File: config.mk
export PLATFORM = sky130hd
export DESIGN_NAME = pmpChecker
export DESIGN_NICKNAME = d
export VERILOG_FILES = /design/src/rtl/pmpChkPkg.sv /design/src/rtl/pmpChkPrio.sv /design/src/rtl/pmpChkDatapath.sv /design/src/rtl/pmpChkControl.sv /design/src/rtl/pmpChecker.sv
export SDC_FILE = /design/constraint.sdc
export NUM_CORES = 1
export LEC_CHECK = 0
export BUFFER_PORTS_ARGS = -buffer_cell sky130_fd_sc_hd__buf_2
export CAP_MARGIN = 20
export CORE_AREA = 2 2 452 454
export CTS_CLUSTER_SIZE = 25
export DETAILED_ROUTE_END_ITERATION = 8
export DIE_AREA = 0 0 454 456
export GPL_ROUTABILITY_DRIVEN = 0
export HOLD_SLACK_MARGIN = 0.12
export PLACE_DENSITY = 0.42
export SETUP_SLACK_MARGIN = 0.3
export SYNTH_ARGS = -nofsm -noshare
export SYNTH_HDL_FRONTEND = slang
export SYNTH_HIERARCHICAL = 1
export SYNTH_SLANG_ARGS = --single-unit
export TNS_END_PERCENT = 5
File: constraint.sdc
create_clock -name clk -period 1.39 [get_ports clk]
set_clock_uncertainty 0.05 [all_clocks]
set_input_delay 0.139 -clock clk [delete_from_list [all_inputs] [get_ports clk]]
set_output_delay 0.139 -clock clk [all_outputs]
set_load 0.1 [all_outputs]
File: src/rtl/pmpChkPkg.sv
`timescale 1ns/1ps
package pmpChkPkg;

  typedef enum logic [1:0] {
    MATCH_OFF   = 2'd0,
    MATCH_TOR   = 2'd1,
    MATCH_NA4   = 2'd2,
    MATCH_NAPOT = 2'd3
  } matchMode_e;

  typedef enum logic [1:0] {
    ACC_READ     = 2'd0,
    ACC_WRITE    = 2'd1,
    ACC_EXEC     = 2'd2,
    ACC_EXEC_ALT = 2'd3
  } accType_e;

  localparam int PERM_R = 0;
  localparam int PERM_W = 1;
  localparam int PERM_X = 2;

  localparam logic [3:0] CAUSE_NONE  = 4'd0;
  localparam logic [3:0] CAUSE_INSTR = 4'd1;
  localparam logic [3:0] CAUSE_LOAD  = 4'd5;
  localparam logic [3:0] CAUSE_STORE = 4'd7;

  // Strobes handed from the datapath to the decision control
  typedef struct packed {
    logic       hit;
    logic [2:0] perm;
    logic       lock;
    logic       anyActive;
    logic       anyLock;
  } hitInfo_t;

endpackage

File: src/rtl/pmpChkPrio.sv
`timescale 1ns/1ps
module pmpChkPrio #(
  parameter int N = 16
) (
  input  logic [N-1:0] reqVec,
  output logic [N-1:0] grantVec,
  output logic         anyHit
);
  // Isolate the lowest set bit: two's complement carry stops at it
  assign grantVec = reqVec & (~reqVec + N'(1));
  assign anyHit   = |reqVec;
endmodule

File: src/rtl/pmpChkDatapath.sv
`timescale 1ns/1ps
module pmpChkDatapath
  import pmpChkPkg::*;
#(
  parameter int N   = 16,
  parameter int AW  = 32,
  parameter int SZW = 2
) (
  input  logic [AW-1:0]   reqAddr,
  input  logic [SZW-1:0]  reqSize,
  input  logic [N*AW-1:0] entryLo,
  input  logic [N*AW-1:0] entryHi,
  input  logic [N*2-1:0]  entryMode,
  input  logic [N*3-1:0]  entryPerm,
  input  logic [N-1:0]    entryLock,
  output hitInfo_t        info
);
  localparam int SPAN_W = AW + 1;

  logic [SPAN_W-1:0] lastAddr;
  logic [N-1:0]      matchVec;
  logic [N-1:0]      activeVec;
  logic [N-1:0]      grantVec;
  logic              anyHit;
  logic [2:0]        selPerm;
  logic              selLock;

  // One extra bit keeps a span that runs off the top from wrapping
  assign lastAddr = {1'b0, reqAddr} + (SPAN_W'(1) << reqSize) - SPAN_W'(1);

  for (genvar g = 0; g < N; g++) begin : gEntry
    logic [AW-1:0] lo;
    logic [AW-1:0] hi;
    logic          enabled;
    assign lo      = entryLo[g*AW +: AW];
    assign hi      = entryHi[g*AW +: AW];
    assign enabled = (entryMode[g*2 +: 2] != MATCH_OFF);
    assign activeVec[g] = enabled;
    assign matchVec[g]  = enabled && (reqAddr >= lo) && (lastAddr < {1'b0, hi});
  end

  pmpChkPrio #(.N(N)) u_prio (
    .reqVec  (matchVec),
    .grantVec(grantVec),
    .anyHit  (anyHit)
  );

  // One-hot grant turns selection into an AND-OR tree
  always_comb begin
    selPerm = '0;
    selLock = 1'b0;
    for (int i = 0; i < N; i++) begin
      selPerm = selPerm | ({3{grantVec[i]}} & entryPerm[i*3 +: 3]);
      selLock = selLock | (grantVec[i] & entryLock[i]);
    end
  end

  always_comb begin
    info.hit       = anyHit;
    info.perm      = selPerm;
    info.lock      = selLock;
    info.anyActive = |activeVec;
    info.anyLock   = |entryLock;
  end
endmodule

File: src/rtl/pmpChkControl.sv
`timescale 1ns/1ps
module pmpChkControl
  import pmpChkPkg::*;
(
  input  logic       clk,
  input  logic       rstN,
  input  hitInfo_t   info,
  input  logic [1:0] reqType,
  input  logic       reqMachine,
  output logic       accAllow,
  output logic       faultValid,
  output logic [3:0] faultCause,
  output logic       chkNeeded
);
  logic       bypass;
  logic       permOk;
  logic       allowNext;
  logic [3:0] causeNext;

  assign bypass = !info.anyActive || (reqMachine && !info.anyLock);

  always_comb begin
    unique case (reqType)
      ACC_READ:  permOk = info.perm[PERM_R];
      ACC_WRITE: permOk = info.perm[PERM_W];
      default:   permOk = info.perm[PERM_X];
    endcase
  end

  always_comb begin
    if (bypass)                            allowNext = 1'b1;
    else if (!info.hit)                    allowNext = reqMachine;
    else if (reqMachine && !info.lock)     allowNext = 1'b1;
    else                                   allowNext = permOk;
  end

  always_comb begin
    if (allowNext)                 causeNext = CAUSE_NONE;
    else if (reqType == ACC_READ)  causeNext = CAUSE_LOAD;
    else if (reqType == ACC_WRITE) causeNext = CAUSE_STORE;
    else                           causeNext = CAUSE_INSTR;
  end

  always_ff @(posedge clk or negedge rstN) begin
    if (!rstN) begin
      accAllow   <= 1'b0;
      faultValid <= 1'b0;
      faultCause <= CAUSE_NONE;
      chkNeeded  <= 1'b0;
    end else begin
      accAllow   <= allowNext;
      faultValid <= !allowNext;
      faultCause <= causeNext;
      chkNeeded  <= !bypass;
    end
  end
endmodule

File: src/rtl/pmpChecker.sv
`timescale 1ns/1ps
module pmpChecker
  import pmpChkPkg::*;
#(
  parameter int N   = 16,
  parameter int AW  = 32,
  parameter int SZW = 2
) (
  input  logic            clk,
  input  logic            rstN,
  input  logic [AW-1:0]   reqAddr,
  input  logic [SZW-1:0]  reqSize,
  input  logic [1:0]      reqType,
  input  logic            reqMachine,
  input  logic [N*AW-1:0] entryLo,
  input  logic [N*AW-1:0] entryHi,
  input  logic [N*2-1:0]  entryMode,
  input  logic [N*3-1:0]  entryPerm,
  input  logic [N-1:0]    entryLock,
  output logic            accAllow,
  output logic            faultValid,
  output logic [3:0]      faultCause,
  output logic            chkNeeded
);
  hitInfo_t info;

  pmpChkDatapath #(.N(N), .AW(AW), .SZW(SZW)) u_dp (
    .reqAddr  (reqAddr),
    .reqSize  (reqSize),
    .entryLo  (entryLo),
    .entryHi  (entryHi),
    .entryMode(entryMode),
    .entryPerm(entryPerm),
    .entryLock(entryLock),
    .info     (info)
  );

  pmpChkControl u_ctl (
    .clk       (clk),
    .rstN      (rstN),
    .info      (info),
    .reqType   (reqType),
    .reqMachine(reqMachine),
    .accAllow  (accAllow),
    .faultValid(faultValid),
    .faultCause(faultCause),
    .chkNeeded (chkNeeded)
  );
endmodule

=== Word-level counts from Yosys, hierarchy flattened ===
Cells that the tools add are included.

* Mux-type cells: 7
* Reductions and logical operators: 60
* Magnitude comparators: 32
* Add/subtract/negate cells: 3
* Bitwise gates (word level): 64
* Shift operators: 1
* Equality and inequality tests: 1

{| class="wikitable"
|+ Operator list
! cell !! number
|-
| $lt 33x32->1 || 16
|-
| $ge 32x32->1 || 16
|-
| $and 3x3->3 || 16
|-
| $reduce_or 16->1 || 3
|-
| $or 3x3->3 || 15
|-
| $logic_and 1x1->1 || 34
|-
| $add 32x33->33 || 1
|-
| $shl 1x2->33 const A || 1
|-
| $sub 33x1->33 const B || 1
|-
| $reduce_bool 2->1 || 16
|-
| $add 16x1->16 const B || 1
|-
| $and 1x1->1 || 16
|-
| $and 16x16->16 || 1
|-
| $not 16->16 || 1
|-
| $or 1x1->1 || 15
|-
| $mux 4 || 2
|-
| $logic_not 1->1 || 5
|-
| $mux 1 || 3
|-
| $mux 3 || 1
|-
| $eq 2x1->1 const B || 1
|-
| $logic_not 2->1 || 1
|-
| $pmux 1 s2 || 1
|-
| $logic_or 1x1->1 || 1
|}

* Register bits: 7
* Bits of input ports: 1,159
* Output and inout port bits: 7
* Logic and storage cells: 172

=== Depth between registers and ports, before layout ===
Gate-level depths: netlist of run 1.

* Word-level depth: 30
* Gate-level depth with buffers: 34
* Mapped depth without buffers: 32

=== Modules after synthesis ===
Netlist of run 1, hierarchy kept.

{| class="wikitable"
|+ By module, submodules not included
! module !! seq. area each (sq um) !! area each (sq um) !! times used !! cells an instance
|-
| pmpChkDatapath || 0.0 || 27,380.0 || 1 || 3,767
|-
| pmpChkControl || 125.1 || 232.7 || 1 || 20
|-
| pmpChkPrio || 0.0 || 196.4 || 1 || 28
|}

=== Worst setup path after synthesis of run 1 ===
No wires, ideal clock.

* Path kind: input port to flip-flop
* Start: in reqAddr[0]
* End: reg u_ctl.faultCause[1]
* Arrival time: 6,480 ps
* Library setup time: 68 ps
* Path buffers: 1
* Data required time: 1,272 ps
* Cell stages on the path: 30
* Slack: -5,208 ps
* Cells stage by stage: inv_1 -> ha_1 -> inv_1 -> ha_1 -> inv_1 -> fa_1 -> nor2b_1 -> o2111ai_1 -> a21boi_1 -> o22ai_2 -> o311ai_2 -> nand3_1 -> mux2i_1 -> a221oi_1 -> ha_1 -> nand4_1 -> nor3_1 -> nor3_1 -> o41ai_1 -> a211oi_2 -> nor3_2 -> and3_1 -> buf_4 -> and4b_1 -> a22o_1 -> a221oi_1 -> nand4_1 -> mux2_4 -> o211ai_2 -> and4_1

{| class="wikitable"
|+ RTL lines
! what !! RTL line !! RTL
|-
| start, declared || pmpChecker.sv:11 || <nowiki>input logic [AW-1:0] reqAddr,</nowiki>
|-
| end signal, assigned || pmpChkControl.sv:53 || <nowiki>faultCause <= causeNext;</nowiki>
|-
| end, declared || pmpChkControl.sv:12 || <nowiki>output logic [3:0] faultCause,</nowiki>
|}

==> results list, run 1 <==
* Status: finished with violations
- The final reports fail on negative setup slack.
- Start point of the critical path: reqSize[0]
- Leading post-synthesis cells by cell area: ha_1 (47%), inv_1 (14%), a21o_1 (5.6%)
- Maximum vdd drop: 353 µV
- In the routed design, unresolved DRC markers number 0.
- Among all stages on the critical path, the largest delay is contributed by a2111oi_4.
* Post-synthesis register bit count: 5
- Setup violations remaining at the end of the flow were counted as 5.
- In the post-route analysis, the smallest setup slack over all paths is -5.09 ns.
- The number of global-route vias before repair was around 36000.
* Post-route ant nets: 0
- Count of buffers from port buffering: between 1000 and 1500
- Detailed-routing iteration count for the pre-antenna-repair pass: 7
- Fraction of final layout cells sized beyond drive strength 1: between 30 and 40%
* Bufs on Longest Clock Path: 2
- The worst pin sits at a relative slew slack of 33.9%.
* Maximum capacitance violations: 0
* Minimum period implied by the final worst setup slack: around 6.5 ns
- Routed len/inst: roughly 24 µm
* Wire length of the first global-routing pass: roughly 260 mm
- For this configuration, the core starts out at a cell density of 13.8%.
- The die is between 400 and 500 µm tall.
- Primary flip-flop cell chosen by synthesis mapping: dfrtp_1
- The cell area that synthesis handed to floorplanning was about 0.028 mm².
* Antenna violations before repair: 115
- Critical path startpoint category: input pin
* Met1 GRT Util: around a fifth
* EDFF count, synth: 0
- The analysis attributes to cell leakage a power of 25.9 nW.
- Achievable clock frequency: between 150 and 200 MHz
- Ports: roughly 1200
* Power density relative to cell area: a little under 600 mW/mm²
- Total clock sinks: 5
- The top cell type by area accounts for 46.9% of the synthesized area.
- Overflow left after global routing: 0
* Fraction of registers with async set/reset: 100%
- In the global route stage, met2 resource usage came out at about a third.
- CP Class: in -> reg
- Area of the die: just over 0.2 mm²
- Clock tree from TritonCTS: yes
- Total clock buffers created by CTS: 3
- Of the synthesized area, sequential elements account for 0.450%.
- Of all cell types, the one taking the most synthesized area is ha_1.
- The detailed router finished its first iteration with between 1500 and 2000 violations.
* Routed WL: between 150 and 200 mm
- CTS placed an instance of clkbuf_16 at the clock tree root.
- At the pin with the least slew margin, the transition time is about 0.97 ns.
* # H-tree levels: 1
- In the routed layout, each cell is associated on average with a via count of about 4.1.
- In this run the core area contains 165 standard-cell rows.
* Min-delay src: reqType[0]
* Via count: 34400
- At the worst endpoint, the required time is ~1.5 ns.
* Number of synthesis warnings: 6
* WP data arrival: 6.60 ns
- A synthesized cell averages between 7 and 8 µm².
- After legalization and detailed placement, the total HPWL measured approximately 180 mm.
- Worst hold path type: in -> reg
- The number of nets in the synthesized netlist is roughly 6000.
* Distinct cell type count of the synthesized netlist: between 80 and 90
* Core area: ~0.20 mm²
- Entering global routing, the biggest net connects 19 pins.
- Across every metal layer, demand over resource in global routing totals 18.2%.
- The cell count after synthesis came out at between 3000 and 4000.
- The floorplan step set the die width to about 450 µm.
- Total design power: between 20 and 30 mW
* Crit end category: flip-flop
- Post-placement worst setup slack: -6.17 ns
- After clock tree synthesis, the clock-pin slew on the worst setup and hold paths is around 0.030 ns.
- Worst path max stage delay: between 0.4 and 0.5 ns
* Pins over their slew limit: 0
* Largest fanout on the critical path: 5
- Final hold violations: 0
- Number of nets in the layout: 7752
* Met3 usage: about 1.9%
- Unrepaired setup endpoints after global routing: true
* Area Growth Syn to Fin: 55.8%
* Final clock period utilization by the worst path: 467%
- Layer carrying the most global-route usage: met2
## cell type report
| class | count | area [µm²] |
|---|---|---|
| diodes | 92 | 230 |
| clock buffers | 4 | 78.8 |
| fillers | 22800 | 158000 |
| inverters | 1059 | 3980 |
| multi-input cells | 2740 | 24500 |
| flip-flops and latches | 5 | 125 |
| well taps | 2672 | 3340 |
| repair buffers | 1740 | 11100 |
## cells in the mapped netlist, drive strengths merged (6+ instances only)
cell,n
xor2,10
a221oi,23
and4,19
o21a,45
a21oi,261
a21boi,14
o21ai,187
and3,17
nand4,137
o211ai,42
nor4,18
nand2,90
nor2,168
inv,1059
a22o,16
a31oi,17
buf,10
nor2b,74
ha,1043
nand2b,35
nor3,40
xnor2,16
or2,8
o21bai,12
nand3,43
a21o,208
a211oi,36
o2111ai,14
a2111oi,33
a211o,21
o41ai,6
o22ai,6
o31ai,10
o31a,6
## timing repair
item                                   in CTS  in global routing
endpoints found under the hold margin       6                  0
pin swaps                                  28                  1
buffers inserted                           12                  0
hold buffers                                2                  0
resized for setup                          65                 19
setup endpoints to repair                  11                  7
## metrics by stage
stage | utilization [%] | cells | TNS (ns) | hold WS (ns) | instance area [µm²]
3_3_place_gp | 21.1 | 8201 | -25.54 | -0.0967 | 42500
4_1_cts | 21.3 | 8220 | -20.57 | 0.180 | 43000
2_1_floorplan | - | 3815 | -18.64 | -0.207 | 28100
5_1_grt | 21.5 | 8293 | -21.59 | 0.188 | 43300
6_report | 21.5 | 8312 | -20.35 | 0.190 | 43300
3_5_place_dp | 21.1 | 8202 | -25.02 | -0.0974 | 42500
## worst max-delay path, delay by kind of cell
kind                       cells  cell delay (ns)
buffers and inverters          9             1.15
and+or+nand+nor                7             1.02
adders and majority gates      4             0.79
xor gates and xnor gates       1             0.16
muxes                          1             0.29
AOI/OAI and AO/OA             16             3.00
## cells by family after synthesis
kind of cell	share of synthesized area [%]
buf+inv	14.6
fa+ha+maj	47.0
other cells	0.0135
flops	0.450
mux	0.126
compound gates	24.1
xor+xnor	0.819
simple gates	12.9
## cells in the final DEF (no fill, tap or decap), types with 11 or more instances in the layout
cell type and instances:
nand3_1 43, a211o_1 19, nand4_1 136, o2111ai_1 13, nor2b_1 73, nor3_1 37, ha_1 1037, o21ai_1 15
a21oi_1 256, a221oi_1 11, nand2_1 88, o21ai_0 169, a22o_1 16, nand2b_1 33, buf_2 1156, a2111oi_0 22
nor2_1 164, inv_1 1054, o211ai_1 40, and4_1 18, diode_2 92, nor4_1 14, a21o_1 208, buf_4 505
o21a_1 45, a211oi_1 27, a31oi_1 15, buf_12 67
## state kept, by name (all words and copies together) (netlist names)
name and cells:
u_ctl/chkNeeded 1, u_ctl/faultCause 3, u_ctl/accAllow 1
## per-layer routing
layer  up-vias  routed length, µm
met3       294               9170
met1     15900              78400
met4        32               9380
li1      17000                  -
met5         -                215
met2      1204              99900
## final timing paths
check                      slack, ns                       endpoint  depth (start not counted)
worst min-delay path            0.19  u_ctl/faultCause[1]$_DFF_PN0_                          2
worst max-delay path           -5.09  u_ctl/faultCause[1]$_DFF_PN0_                         38
max in group asynchronous       0.93  u_ctl/faultCause[1]$_DFF_PN0_                          2
min in group asynchronous       0.23      u_ctl/chkNeeded$_DFF_PN0_                          2
## where the power goes
group | internal (mW) | leakage [nW] | switching, mW
logic | 11.5 | 25.9 | 13.4
clock network | 0.380 | 0.0387 | 0.0976
registers | 0.190 | 0.0587 | 0.0659
total | 12.1 | 25.9 | 13.5
No activity file was read; power rests on OpenSTA's default activity.
==> run 2: changes to the inputs <==
--- a/config.mk
+++ b/config.mk
@@ -6,7 +6,6 @@
 export NUM_CORES = 1
 export LEC_CHECK = 0
 export BUFFER_PORTS_ARGS = -buffer_cell sky130_fd_sc_hd__buf_2
-export CAP_MARGIN = 20
 export CORE_AREA = 2 2 452 454
 export CTS_CLUSTER_SIZE = 25
 export DETAILED_ROUTE_END_ITERATION = 8
@@ -14,7 +13,6 @@
 export GPL_ROUTABILITY_DRIVEN = 0
 export HOLD_SLACK_MARGIN = 0.12
 export PLACE_DENSITY = 0.42
-export SETUP_SLACK_MARGIN = 0.3
 export SYNTH_ARGS = -nofsm -noshare
 export SYNTH_HDL_FRONTEND = slang
 export SYNTH_HIERARCHICAL = 1
==> constraint.sdc (replaced) <==
create_clock -name clk -period 7.19 [get_ports clk]
set_clock_uncertainty 0.05 [all_clocks]
set_input_delay 0.719 -clock clk [delete_from_list [all_inputs] [get_ports clk]]
set_output_delay 0.719 -clock clk [all_outputs]
set_load 0.1 [all_outputs]
==> run 2 against run 1 <==
The flow now finishes without violations; sequential share of layout area barely moved; total power is 81% lower; worst setup slack better by 5.2 ns; via count shrank 3.3%; global-route usage down 0.28 points; worst hold slack gained 0.061 ns; core utilization is 1.0 points lower; cell count down 3.1%; count of clock-buffer cells in the layout decreased by 1; design area shrank 4.8%; die area is the same; largest power group unchanged.
==> results list, run 2 (synthesis results as in run 1) <==
* Count of buffers from port buffering: 1164 (unchanged)
* Clock root buffer: clkbuf_16 (unchanged)
- Die outline width: 454 µm (unchanged)
- The largest vdd supply drop came to 99.2 µV (was 353 µV).
* Critical path data required time: 7.30 ns (was 1.50 ns)
* Worst max-slew margin expressed relative to the limit: 23.7% (was 33.9%)
- The number of maximum-capacitance violations came to 0 (unchanged).
- The number of vias per cell was 4.13 (about the same).
- The remaining number of nets flagged by the antenna check after routing was 0 (unchanged).
* Final clock period utilization by the worst path: 98.3%
- Net switching power: 2.63 mW (was 13.5 mW)
- Switching Share: 54.9% (was 52.8%)
- Area Growth Syn to Fin: 48.3% (was 55.8%)
- The commonest non-fill, non-tap cell in the layout is buf_2 (unchanged).
- The largest register by flop count is u_ctl/faultCause (unchanged).
- The post-DP HPWL came to 177 mm (was 182 mm).
- The starting DRC count in detailed routing is 1450 (was 1741).
- The critical path startpoint category is an input pin (unchanged).
- Minimum period implied by the final worst setup slack: between 7 and 8 ns
- The library cell contributing the largest single delay on the critical path is or4_1 (was a2111oi_4).
* # H-tree levels: 1 (unchanged)
- WP data arrival: 7.18 ns (was 6.60 ns)
- The area taken by flip-flops and latches was 125 µm² (unchanged).
- Maximum number of pins on one net before global-route repair: 18 (was 19)
- Unrepaired setup endpoints after global routing: true (unchanged).
* Overall global routing resource usage: 17.9% (was 18.2%)
- The per-cell routed wire length is 24.2 µm (was 23.7 µm).
* Total design power: 4.78 mW (was 25.7 mW)
* Crit end category: flip-flop (unchanged)
* Area of the die: 0.207 mm² (unchanged)
- Transition time of the tightest slew-check pin: 1.12 ns (was 0.966 ns)
- Highest-count cells in the layout ignoring fill and taps: buf_2 (1162), inv_1 (1058), ha_1 (1037) (was buf_2 (1156), inv_1 (1054), ha_1 (1037)).
- The via total after detailed routing is 33200 (was 34400).
* Largest fanout on the critical path: 5 (unchanged)
- The share of post-route cells with drive strength above 1 is 31.5% (was 34.0%).
- Registers with the most flip-flops: u_ctl/faultCause x3, u_ctl/accAllow x1, u_ctl/chkNeeded x1 (unchanged).
- Clock tree from TritonCTS: yes (unchanged)
- The wire length of the first global-routing pass came to 260 mm (was 265 mm).
- Bufs on Longest Clock Path: 2 (unchanged)
* Setup violators final: 0 (was 5)
- The clock network power share is 1.9% (about the same).
- The register clock-pin slew on the reported worst setup and hold paths is 0.03 ns (about the same).
- The final non-filler cell area is 0.0412 mm² (was 0.0433 mm²).
- Overflow left after global routing: 0 (unchanged)
* Starting density of the core: 13.8% (unchanged)
- The height of the chip was 456 µm (unchanged).
- Logic gate share of total power: 97.2% (was 97.1%)
* Power density relative to cell area: 116 mW/mm² (was 592 mW/mm²)
* Total clock sinks: 5 (unchanged)
- The standby leakage power was 24.7 nW (was 25.9 nW).
- Core area: 0.202 mm² (unchanged)
* Drc violations: 0 (unchanged)
- The cell-internal power came to 2.16 mW (was 12.1 mW).
* Area of the multi-input gates: 0.0246 mm² (was 0.0245 mm²)
- The highest cell delay on the worst timing path is 0.49 ns (about the same).
- The number of nets in the final layout was 7536 (was 7752).
- The wire length reported by the detailed router was 195 mm (was 197 mm).
* Pins over their slew limit: 0 (unchanged)
- Among the stages of the critical path, the cell type that occurs most often is buf_4.
- The layout filler cell count is 22900 (was 22800).
* Detailed-routing iteration count for the pre-antenna-repair pass: 7 (unchanged)
- The hold buffer count at cts was 0 (was 2).
- The number of failing hold endpoints at the final stage came to 0 (unchanged).
* Achievable clock frequency: about 140 MHz
- Ports: 1166 (unchanged)
- Total clock buffers created by CTS: 3 (unchanged)
* Seq pwr share: 0.9% (was 1.0%)
* Area of placed instances: 0.0401 mm² (was 0.0425 mm²)
* Antenna violations before repair: 81 (was 115)
- CP Class: in -> reg (unchanged)
- Number of global-route vias before repair: 35000 (was 35900)
- The type of the worst min-delay path was in -> async (was in -> reg).
- Status: complete, no violations (was finished with violations).
- Cell row count: 165 (unchanged)
* Max reg flops: 3 (unchanged)
[run 2: changes by cell type in the layout (fill, tap and decap cells not counted), moves of 3 or more]
cell / previous run / this run
nor2_2: 4 / 1
nor3_2: 3 / 7
xnor2_4: 7 / 0
buf_4: 505 / 319
nor3_1: 37 / 31
buf_12: 67 / 35
xnor2_2: 9 / 16
a211oi_4: 1 / 4
diode_2: 92 / 51
inv_1: 1054 / 1058
buf_2: 1156 / 1162
[run 2: per-layer routing]
layer | up-vias | GRT usage, % | share of wire, %
li1 | 16500 | - | -
met4 | 36 | 5.78 | 3.7
met3 | 226 | 1.88 | 4.1
met1 | 15400 | 20.3 | 40
met2 | 1086 | 34.3 | 52
met5 | - | 0 | 0.12
[run 2: stage by stage]
stage	hold slack (ns)	instances	setup TNS (ns)	utilization [%]	setup WS (ns)
after floorplan	0.373	3815	0	-	0.0121
after global placement	0.489	7965	-5.36	19.9	-1.36
after detailed placement	0.489	7966	-5.87	19.9	-1.49
after CTS	0.251	7999	0	20.3	0.0108
after global routing	0.252	8040	-0.553	20.4	-0.152
final	0.251	8055	0	20.4	0.122
[run 2: final cells by class]
class                           instances  share of cell area, %
Antenna cell                           51                  0.309
Clock inverter                          1                 0.0121
Tap cell                             2672                   8.11
Clock buffer                            3                  0.182
Multi-Input combinational cell       2741                   59.6
Sequential cell                         5                  0.303
Timing Repair Buffer                 1523                   21.8
Inverter                             1059                   9.64
[run 2: worst max path at each step]
stage                          start                       endpoint  slack, ns  cells after the start
final                     reqSize[0]  u_ctl/faultCause[1]$_DFF_PN0_       0.12                     31
after global routing      reqSize[1]  u_ctl/faultCause[0]$_DFF_PN0_      -0.15                     34
after CTS                 reqSize[1]  u_ctl/faultCause[1]$_DFF_PN0_       0.01                     35
after detailed placement  reqSize[1]  u_ctl/faultCause[1]$_DFF_PN0_      -1.49                     33
after global placement    reqSize[1]  u_ctl/faultCause[1]$_DFF_PN0_      -1.36                     33
after floorplan           reqAddr[0]  u_ctl/faultCause[1]$_DFF_PN0_       0.01                     30
[run 2: repair_timing]
item | CTS | global route
gates cloned | 1 | 0
pin swaps | 31 | 36
setup endpoints to repair | 4 | 4
setup buffers | 28 | 5
gates resized for setup | 78 | 39
[run 2: power groups by stage]
stage          combinational, mW  sequential [mW]  clock [mW]
6_report                    4.65           0.0432      0.0929
3_5_place_dp                4.49           0.0426           0
5_1_grt                     5.17           0.0433      0.0954
4_1_cts                     4.67           0.0423      0.0927
2_1_floorplan               2.10            0.101           0
3_3_place_gp                4.44           0.0435           0
[run 2: worst max-delay path: cells and delay by family]
family | cells | cell delay [ns]
compound gates | 11 | 2.71
xor+xnor | 1 | 0.11
fa+ha+maj | 3 | 0.55
buf+inv | 6 | 0.84
mux | 1 | 0.30
simple gates | 9 | 1.92
